**src/rtl/lp_fifo_pkg.sv**
```systemverilog
`timescale 1ns/1ps
package lp_fifo_pkg;
  // Strobes from control to storage
  typedef struct packed {
    logic write;   // accepted push this cycle
    logic read;    // accepted pop this cycle
  } fifoStrobeT;
endpackage

```
**src/rtl/lp_fifo_ctrl.sv**
```systemverilog
`timescale 1ns/1ps
module lp_fifo_ctrl
  import lp_fifo_pkg::*;
#(
  parameter int DEPTH = 8,
  parameter int CNT_W = 16
) (
  input  logic              clk,
  input  logic              rstN,
  input  logic              push,
  input  logic              pop,
  output fifoStrobeT        strobe,
  output logic [DEPTH-1:0]  wrTok,
  output logic [DEPTH-1:0]  rdTok,
  output logic              full,
  output logic              empty,
  output logic [CNT_W-1:0]  rowWriteCount
);
  localparam int OCC_W = $clog2(DEPTH + 1);
  localparam logic [OCC_W-1:0] OCC_MAX = OCC_W'(DEPTH);

  logic [OCC_W-1:0] occ;
  logic pushOk, popOk;

  assign full   = (occ == OCC_MAX);
  assign empty  = (occ == '0);
  assign pushOk = push && !full;
  assign popOk  = pop && !empty;

  always_comb begin
    strobe       = '0;
    strobe.write = pushOk;
    strobe.read  = popOk;
  end

  always_ff @(posedge clk or negedge rstN) begin
    if (!rstN) begin
      occ <= '0;
    end else begin
      case ({pushOk, popOk})
        2'b10:   occ <= occ + 1'b1;
        2'b01:   occ <= occ - 1'b1;
        default: occ <= occ;
      endcase
    end
  end

  // Rotating one-hot tokens
  always_ff @(posedge clk or negedge rstN) begin
    if (!rstN) begin
      wrTok <= DEPTH'(1);
      rdTok <= DEPTH'(1);
    end else begin
      if (pushOk) wrTok <= {wrTok[DEPTH-2:0], wrTok[DEPTH-1]};
      if (popOk)  rdTok <= {rdTok[DEPTH-2:0], rdTok[DEPTH-1]};
    end
  end

  always_ff @(posedge clk or negedge rstN) begin
    if (!rstN) rowWriteCount <= '0;
    else if (pushOk) rowWriteCount <= rowWriteCount + 1'b1;
  end


  flags_exclusive_chk: assert property (@(posedge clk) disable iff (!rstN)
    !(full && empty));


  push_full_ignored_chk: assert property (@(posedge clk) disable iff (!rstN)
    (push && full && !pop) |=> (full && $stable(rowWriteCount)));


  pop_empty_ignored_chk: assert property (@(posedge clk) disable iff (!rstN)
    (pop && empty && !push) |=> empty);


  both_keep_flags_chk: assert property (@(posedge clk) disable iff (!rstN)
    (push && pop && !full && !empty) |=> ($stable(full) && $stable(empty)));


  count_step_chk: assert property (@(posedge clk) disable iff (!rstN)
    strobe.write |=> (rowWriteCount == CNT_W'($past(rowWriteCount) + 1'b1)));


  tokens_onehot_chk: assert property (@(posedge clk) disable iff (!rstN)
    ($onehot(wrTok) && $onehot(rdTok)));


  wr_token_hold_chk: assert property (@(posedge clk) disable iff (!rstN)
    !strobe.write |=> $stable(wrTok));
endmodule

```
**src/rtl/lp_fifo_store.sv**
```systemverilog
`timescale 1ns/1ps
module lp_fifo_store
  import lp_fifo_pkg::*;
#(
  parameter int DEPTH = 8,
  parameter int WIDTH = 16
) (
  input  logic              clk,
  input  logic              rstN,
  input  fifoStrobeT        strobe,
  input  logic [DEPTH-1:0]  wrTok,
  input  logic [DEPTH-1:0]  rdTok,
  input  logic [WIDTH-1:0]  dataIn,
  output logic [WIDTH-1:0]  dataOut
);
  logic [WIDTH-1:0] rows [DEPTH];
  logic [DEPTH-1:0] rowEn;

  // Per-row enables stand in for gated clocks
  assign rowEn = wrTok & {DEPTH{strobe.write}};

  for (genvar i = 0; i < DEPTH; i++) begin : g_row
    always_ff @(posedge clk) begin
      if (rowEn[i]) rows[i] <= dataIn;
    end
  end

  // One-hot AND-OR read selector
  always_comb begin
    dataOut = '0;
    for (int i = 0; i < DEPTH; i++) begin
      dataOut = dataOut | (rows[i] & {WIDTH{rdTok[i]}});
    end
  end


  single_row_write_chk: assert property (@(posedge clk) disable iff (!rstN)
    $onehot0(rowEn));
endmodule

```
**src/rtl/lp_token_fifo.sv**
```systemverilog
`timescale 1ns/1ps
module lp_token_fifo
  import lp_fifo_pkg::*;
#(
  parameter int DEPTH = 8,
  parameter int WIDTH = 16,
  parameter int CNT_W = 16
) (
  input  logic              clk,
  input  logic              rstN,
  input  logic              push,
  input  logic              pop,
  input  logic [WIDTH-1:0]  dataIn,
  output logic [WIDTH-1:0]  dataOut,
  output logic              full,
  output logic              empty,
  output logic [CNT_W-1:0]  rowWriteCount
);
  fifoStrobeT       strobe;
  logic [DEPTH-1:0] wrTok;
  logic [DEPTH-1:0] rdTok;

  lp_fifo_ctrl #(.DEPTH(DEPTH), .CNT_W(CNT_W)) i_ctrl (
    .clk(clk), .rstN(rstN), .push(push), .pop(pop),
    .strobe(strobe), .wrTok(wrTok), .rdTok(rdTok),
    .full(full), .empty(empty), .rowWriteCount(rowWriteCount)
  );

  lp_fifo_store #(.DEPTH(DEPTH), .WIDTH(WIDTH)) i_store (
    .clk(clk), .rstN(rstN), .strobe(strobe), .wrTok(wrTok), .rdTok(rdTok),
    .dataIn(dataIn), .dataOut(dataOut)
  );


  reset_state_chk: assert property (@(posedge clk)
    !rstN |-> (empty && !full && rowWriteCount == '0));
endmodule

```
**config.mk**
```make
export PLATFORM = sky130hd
export DESIGN_NAME = lp_token_fifo
export DESIGN_NICKNAME = d
export VERILOG_FILES = /design/src/rtl/lp_fifo_pkg.sv /design/src/rtl/lp_fifo_ctrl.sv /design/src/rtl/lp_fifo_store.sv /design/src/rtl/lp_token_fifo.sv
export SDC_FILE = /design/constraint.sdc
export NUM_CORES = 1
export LEC_CHECK = 0
export ABC_AREA = 1
export BUFFER_PORTS_ARGS = -buffer_cell sky130_fd_sc_hd__buf_2
export CORE_ASPECT_RATIO = 1.4
export CORE_UTILIZATION = 59
export CTS_CLUSTER_SIZE = 12
export DETAILED_ROUTE_END_ITERATION = 10
export PLACE_DENSITY = 0.77
export SLEW_MARGIN = 5
export SYNTH_ARGS = -nofsm -noshare
export SYNTH_HDL_FRONTEND = slang
export SYNTH_SLANG_ARGS = --single-unit
```
**constraint.sdc**
```tcl
create_clock -name clk -period 2.75 [get_ports clk]
set_input_delay 0.275 -clock clk [delete_from_list [all_inputs] [get_ports clk]]
set_output_delay 0.275 -clock clk [all_outputs]
set_load 0.01 [all_outputs]
```
==> results_dict.tcl, run 1 <==
set metrics [dict create \
    ir_worst_vdd_mv 0.6603 \
    crit_top_cell "nand2_1" \
    synth.avg_cell_area_um2 12.82 \
    root_buffer "clkbuf_16" \
    grt_pass1_vias 4193 \
    crit_chain "nor2_2 -> nand3_1 -> nand2_2 -> inv_2 -> ha_1 -> ha_1 -> or2_2 -> nand2_1 -> xor2_1 -> nand2_1 -> nand2_1" \
    min_path_type "in -> reg" \
    antenna_cells 0 \
    r2r_slack_ns 0.38 \
    combinationalPowerShare_pct 26.2 \
    r2r-end "i_ctrl.occ[3]" \
    initial_utilization_pct 60.23 \
    min_to "i_store.rows[1][11]" \
    reg2reg_depth 11 \
    drt-initial-drc-count 360 \
    internal_power_mw 5.276 \
    ant_nets 0 \
    worst_setup_path_end_kind "flop" \
    drv_cap 0 \
    arrival_ns 2.72 \
    p_clk_share_pct 28.4 \
    cts_tree "built" \
    syn_inst 508 \
    core_um2 10810 \
    grt_setup_unrepaired "false" \
    ys_seq_area_share_pct 72.91 \
    period_needed_ns 2.366 \
    mostFrequentLayoutCells "nand2_1 (184), edfxtp_1 (128), buf_2 (53)" \
    fp.dieH_um 126.3 \
    die_w_um 90.79 \
    wl_per_cell_um 19.01 \
    fin_tns_setup_ns 0 \
    fin_skew_ns 0.006600 \
    track_usage_pct 25.45 \
    whs_path_depth 1 \
    worst_pin_slew_ns 0.8471 \
    cpLargestDelayFamily "simple AND/OR/NAND/NOR gates" \
    grt-ovfl-total 0 \
    drc 0 \
    syn2layout_area_growth_pct 15.56 \
    setup_ws_ns 0.3839 \
    period_share_pct 86.04 \
    die_area_um2 11470 \
    cts_sinks 164 \
    power_switching_mw 2.675 \
    syn_area_um2 6511 \
    htreeDepth 4 \
    drv_slew 0 \
    max_freq_mhz 422.6 \
    crit_type "reg -> reg" \
    share_seq_of_total_power_pct 45.4 \
    required_ns 3.10 \
    slowest_delay_ns 0.42 \
    synth_edf_count 128 \
    post-place-ws_ns 0.4332 \
    cts_setup_buffers 0 \
    syn-num-nets 533 \
    io_buffers 53 \
    insertion_delay_ns 0.42 \
    grt_max_degree 37 \
    rows 45 \
    ys_ff_latch 164 \
    wirelength_um 13800 \
    pwr_density_cell_nw_per_um2 1057 \
    clkTransAtPathRegs_ns 0.06 \
    ys.flop_type "edfxtp_1" \
    antenna_found_initial 0 \
    finalWeightedCongestion 0.7561 \
    leakagePower_nw 3.077 \
    vias 4100 \
    hold_start "dataIn[11]" \
    swShare_pct 33.65 \
    worst_path_max_delay_cell "dfrtp_1" \
    whs_ns 0.1285 \
    status "complete, no violations" \
    reg2reg_from "i_ctrl.occ[0]" \
    place_hpwl_um 8000 \
    worstPathBufferInverterCount 1 \
    num_io_pins 54 \
    first_pass_iters 5 \
    fin_total_pwr_mw 7.951 \
    relSlewSlack_pct 43.52 \
    hold_viol 0 \
    yosysWarnings 0 \
    clockBufferDepth 2 \
    nNetsFinal 597 \
    synth_cell_type_count 31 \
    cp_max_fo 9 \
    drive_gt1_share_pct 19.66 \
    grt_pass1_wl_um 21330 \
    setup_viol_count_final 0 \
    startpoint_type "flop" \
    vias_per_cell 5.647 \
    layout_commonest_cell "nand2_1" \
    ys_async_sr_fraction_pct 21.95 \
    cts_made_buffers 17 \
]
[stage by stage]
step           std cells  area (um2)  util [%]
6_report             726        7525     69.61
5_1_grt              726        7525     69.61
4_1_cts              726        7525     69.61
3_5_place_dp         693        6947     64.26
3_3_place_gp         693        6947     64.26
2_1_floorplan        508        6511         -
[cells in the mapped netlist (4+ instances only)]
master | n | area [um2]
nand4_1 | 8 | 50.05
nand3_1 | 9 | 45.04
nor2_1 | 15 | 56.30
inv_1 | 31 | 116.4
o21bai_2 | 4 | 45.04
dfrtp_1 | 34 | 850.8
nand2_1 | 184 | 690.7
xnor2_1 | 4 | 35.03
buf_2 | 16 | 80.08
o21bai_1 | 4 | 30.03
ha_1 | 4 | 50.05
a221oi_1 | 30 | 262.8
edfxtp_1 | 128 | 3844
nor2_4 | 4 | 45.04
nor2_2 | 6 | 37.54
xor2_1 | 6 | 52.55
[worst max path at each step]
stage                   from            end  slack (ns)  cells past startpoint
6_report       i_ctrl.occ[0]  i_ctrl.occ[3]        0.38                     11
5_1_grt        i_ctrl.occ[0]  i_ctrl.occ[3]        0.25                     11
4_1_cts        i_ctrl.occ[0]  i_ctrl.occ[3]        0.38                     11
3_5_place_dp   i_ctrl.occ[0]  i_ctrl.occ[3]        0.43                     11
3_3_place_gp   i_ctrl.occ[0]  i_ctrl.occ[3]        0.52                     11
2_1_floorplan  i_ctrl.occ[0]  i_ctrl.occ[3]        0.63                     11
[cells by family (layout without fill, tap and decap cells)]
logic type,count (synthesis),count (layout),synth area share [%]
simple gates,232,232,15.07
flops,164,164,72.91
fa+ha+maj,5,5,1.076
xor+xnor,10,10,1.345
compound gates,45,45,5.899
buf+inv,52,129,3.709
[state kept, by name (all words and copies together), names as in the netlist]
| signal | count |
|---|---|
| i_store.rows | 128 |
| i_ctrl.rowWriteCount | 16 |
| i_ctrl.rdTok | 8 |
| i_ctrl.wrTok | 8 |
| i_ctrl.occ | 4 |
[layer usage]
metal / share of wire (%) / up-vias / global-route usage, %
met2: 54 / 151 / 44.88
li1: - / 1899 / -
met4: 1.9 / 0 / 10.46
met5: 0 / - / 0
met1: 39 / 2026 / 30.45
met3: 5.8 / 24 / 5.396
[repair_timing]
item,CTS,global route
hold endpoints to repair,34,0
hold buffers,1,0
resized for setup,0,0
[power groups by stage]
stage / Sequential [mW] / Combinational [mW] / Clock [mW]
floorplan: 3.28 / 1.55 / 0
global placement: 3.63 / 2.01 / 0
global route: 3.65 / 2.30 / 2.39
finish: 3.61 / 2.08 / 2.26
CTS: 3.61 / 2.11 / 2.29
detailed placement: 3.66 / 2.06 / 0
[area by class of cell]
type                       count  area, um2
timing repair buffer          63      380.4
sequential                   164       4747
inverter                      34      130.1
tap                          141      176.4
clock inverter                13      135.1
multi-input combinational    292       1523
clock buffer                  19      432.9
fill                         740       3286
Note: power is estimated with default switching activity, not from simulation.
==> run 2: changes to the inputs <==
--- a/config.mk
+++ b/config.mk
@@ -11,7 +11,7 @@
 export CORE_UTILIZATION = 59
 export CTS_CLUSTER_SIZE = 12
 export DETAILED_ROUTE_END_ITERATION = 10
-export PLACE_DENSITY = 0.77
+export PLACE_DENSITY_LB_ADDON = 0.12
 export SLEW_MARGIN = 5
 export SYNTH_ARGS = -nofsm -noshare
 export SYNTH_HDL_FRONTEND = slang
==> results_dict.tcl, run 2 (synthesis results as in run 1) <==
set metrics [dict create \
    antenna_cells 0 \
    io_buffers 53 \
    leakagePower_nw 3.099 \
    ir_worst_vdd_mv 0.6434 \
    fin_tns_setup_ns 0 \
    worst_setup_path_end_kind "flop" \
    grt_max_degree 37 \
    mostFrequentLayoutCells "nand2_1 (184), edfxtp_1 (128), buf_2 (53)" \
    arrival_ns 2.68 \
    clockBufferDepth 2 \
    hold_start "dataIn[3]" \
    antenna_found_initial 0 \
    clkTransAtPathRegs_ns 0.06 \
    ant_nets 0 \
    die_area_um2 11470 \
    ctsResizeCount 0 \
    grt_pass1_vias 4099 \
    r2r-end "i_ctrl.occ[3]" \
    syn2layout_area_growth_pct 15.49 \
    drv_slew 0 \
    num_io_pins 54 \
    crit_type "reg -> reg" \
    max_freq_mhz 429.2 \
    fin_util_pct 69.56 \
    pwr_density_cell_nw_per_um2 1065 \
    track_usage_pct 24.75 \
    hold_viol 0 \
    setup_viol_count_final 0 \
    fp.dieH_um 126.3 \
    finalWeightedCongestion 0.7511 \
    grt_pass1_wl_um 20880 \
    htreeDepth 4 \
    cts_sinks 164 \
    layout_commonest_cell "nand2_1" \
    die_w_um 90.79 \
    top_regs "i_store.rows: 128 flops, i_ctrl.rowWriteCount: 16 flops" \
    drt-initial-drc-count 303 \
    grt-ovfl-total 0 \
    cts_setup_buffers 0 \
    whs_path_depth 1 \
    first_pass_iters 5 \
    largest_reg_flops 128 \
    grt_setup_unrepaired "false" \
    required_ns 3.10 \
    wl_per_cell_um 18.27 \
    insertion_delay_ns 0.41 \
    rows 45 \
    drc 0 \
    min_to "i_store.rows[0][35]" \
    nNetsFinal 598 \
    min_path_type "in -> reg" \
    vias_per_cell 5.564 \
    reg2reg_from "i_ctrl.occ[0]" \
    drive_gt1_share_pct 19.35 \
    reg2reg_depth 11 \
    period_needed_ns 2.330 \
    vias 4034 \
    cts_tree "built" \
    r2r_slack_ns 0.42 \
    wirelength_um 13250 \
    cts_made_buffers 17 \
    place_hpwl_um 7857 \
    initial_utilization_pct 60.23 \
    core_um2 10810 \
    drv_cap 0 \
    cp_max_fo 9 \
    root_buffer "clkbuf_16" \
    fin_skew_ns 0.01005 \
    cts_hold_buf 1 \
    relSlewSlack_pct 40.18 \
    startpoint_type "flop" \
    worst_pin_slew_ns 0.8973 \
    whs_ns 0.1299 \
    status "complete, no violations" \
    period_share_pct 84.73 \
    regMostFlops "i_store.rows" \
]
==> run 2: changes by cell type in the layout (fill, tap and decap cells not counted) <==
| cell | change |
|---|---|
| bufinv_16 | +2 |
| clkinvlp_4 | -4 |
| inv_6 | -1 |
| buf_12 | -3 |
| clkbuf_1 | -1 |
| clkinv_1 | +2 |
| buf_4 | +4 |
==> run 2: critical path, stage by stage (launching register included) <==
cell	delay, ns
dfrtp_1	0.43
nor2_2	0.19
nand3_1	0.14
nand2_2	0.17
inv_2	0.10
ha_1	0.28
ha_1	0.32
or2_2	0.30
nand2_1	0.08
xor2_1	0.14
nand2_1	0.06
nand2_1	0.05
==> run 2: per-layer routing <==
| metal | vias to the layer above | wire, um | GRT usage [%] |
|---|---|---|---|
| met5 | - | 0 | 0 |
| met4 | 0 | 310 | 10.74 |
| met3 | 26 | 617 | 6.235 |
| met2 | 123 | 6922 | 42.47 |
| met1 | 1996 | 5394 | 29.80 |
| li1 | 1889 | - | - |
==> run 2: where the power goes <==
group / internal [mW] / switching (mW) / total, mW / leakage [nW]
clock: 1.50 / 0.879 / 2.37 / 0.290
sequential: 3.08 / 0.530 / 3.61 / 1.63
combinational: 0.849 / 1.18 / 2.02 / 1.18
total: 5.42 / 2.58 / 8.01 / 3.10
==> run 2: final cells by class <==
type	count	area, um2
Tap cell	141	176.4
Clock inverter	12	163.9
Multi-Input combinational cell	292	1523
Inverter	34	130.1
Fill cell	787	3291
Clock buffer	18	429.2
Timing Repair Buffer	64	350.3
Sequential cell	164	4747
==> run 2: worst max-delay path by stage <==
stage | start | to | slack [ns] | cells past startpoint
after CTS | i_ctrl.occ[0] | i_ctrl.occ[3] | 0.41 | 11
after global routing | i_ctrl.occ[0] | i_ctrl.occ[3] | 0.26 | 11
after floorplan | i_ctrl.occ[0] | i_ctrl.occ[3] | 0.63 | 11
after global placement | i_ctrl.occ[0] | i_ctrl.occ[3] | 0.53 | 11
after detailed placement | i_ctrl.occ[0] | i_ctrl.occ[3] | 0.44 | 11
final | i_ctrl.occ[0] | i_ctrl.occ[3] | 0.42 | 11
==> run 2: through the flow <==
step           instances  setup slack, ns  cell area (um2)  total power [mW]
2_1_floorplan        508           0.6290             6511             4.824
3_3_place_gp         694           0.5260             6917             5.623
3_5_place_dp         694           0.4404             6917             5.699
4_1_cts              725           0.4078             7520             8.072
5_1_grt              725           0.2593             7520             8.429
6_report             725           0.4200             7520             8.008
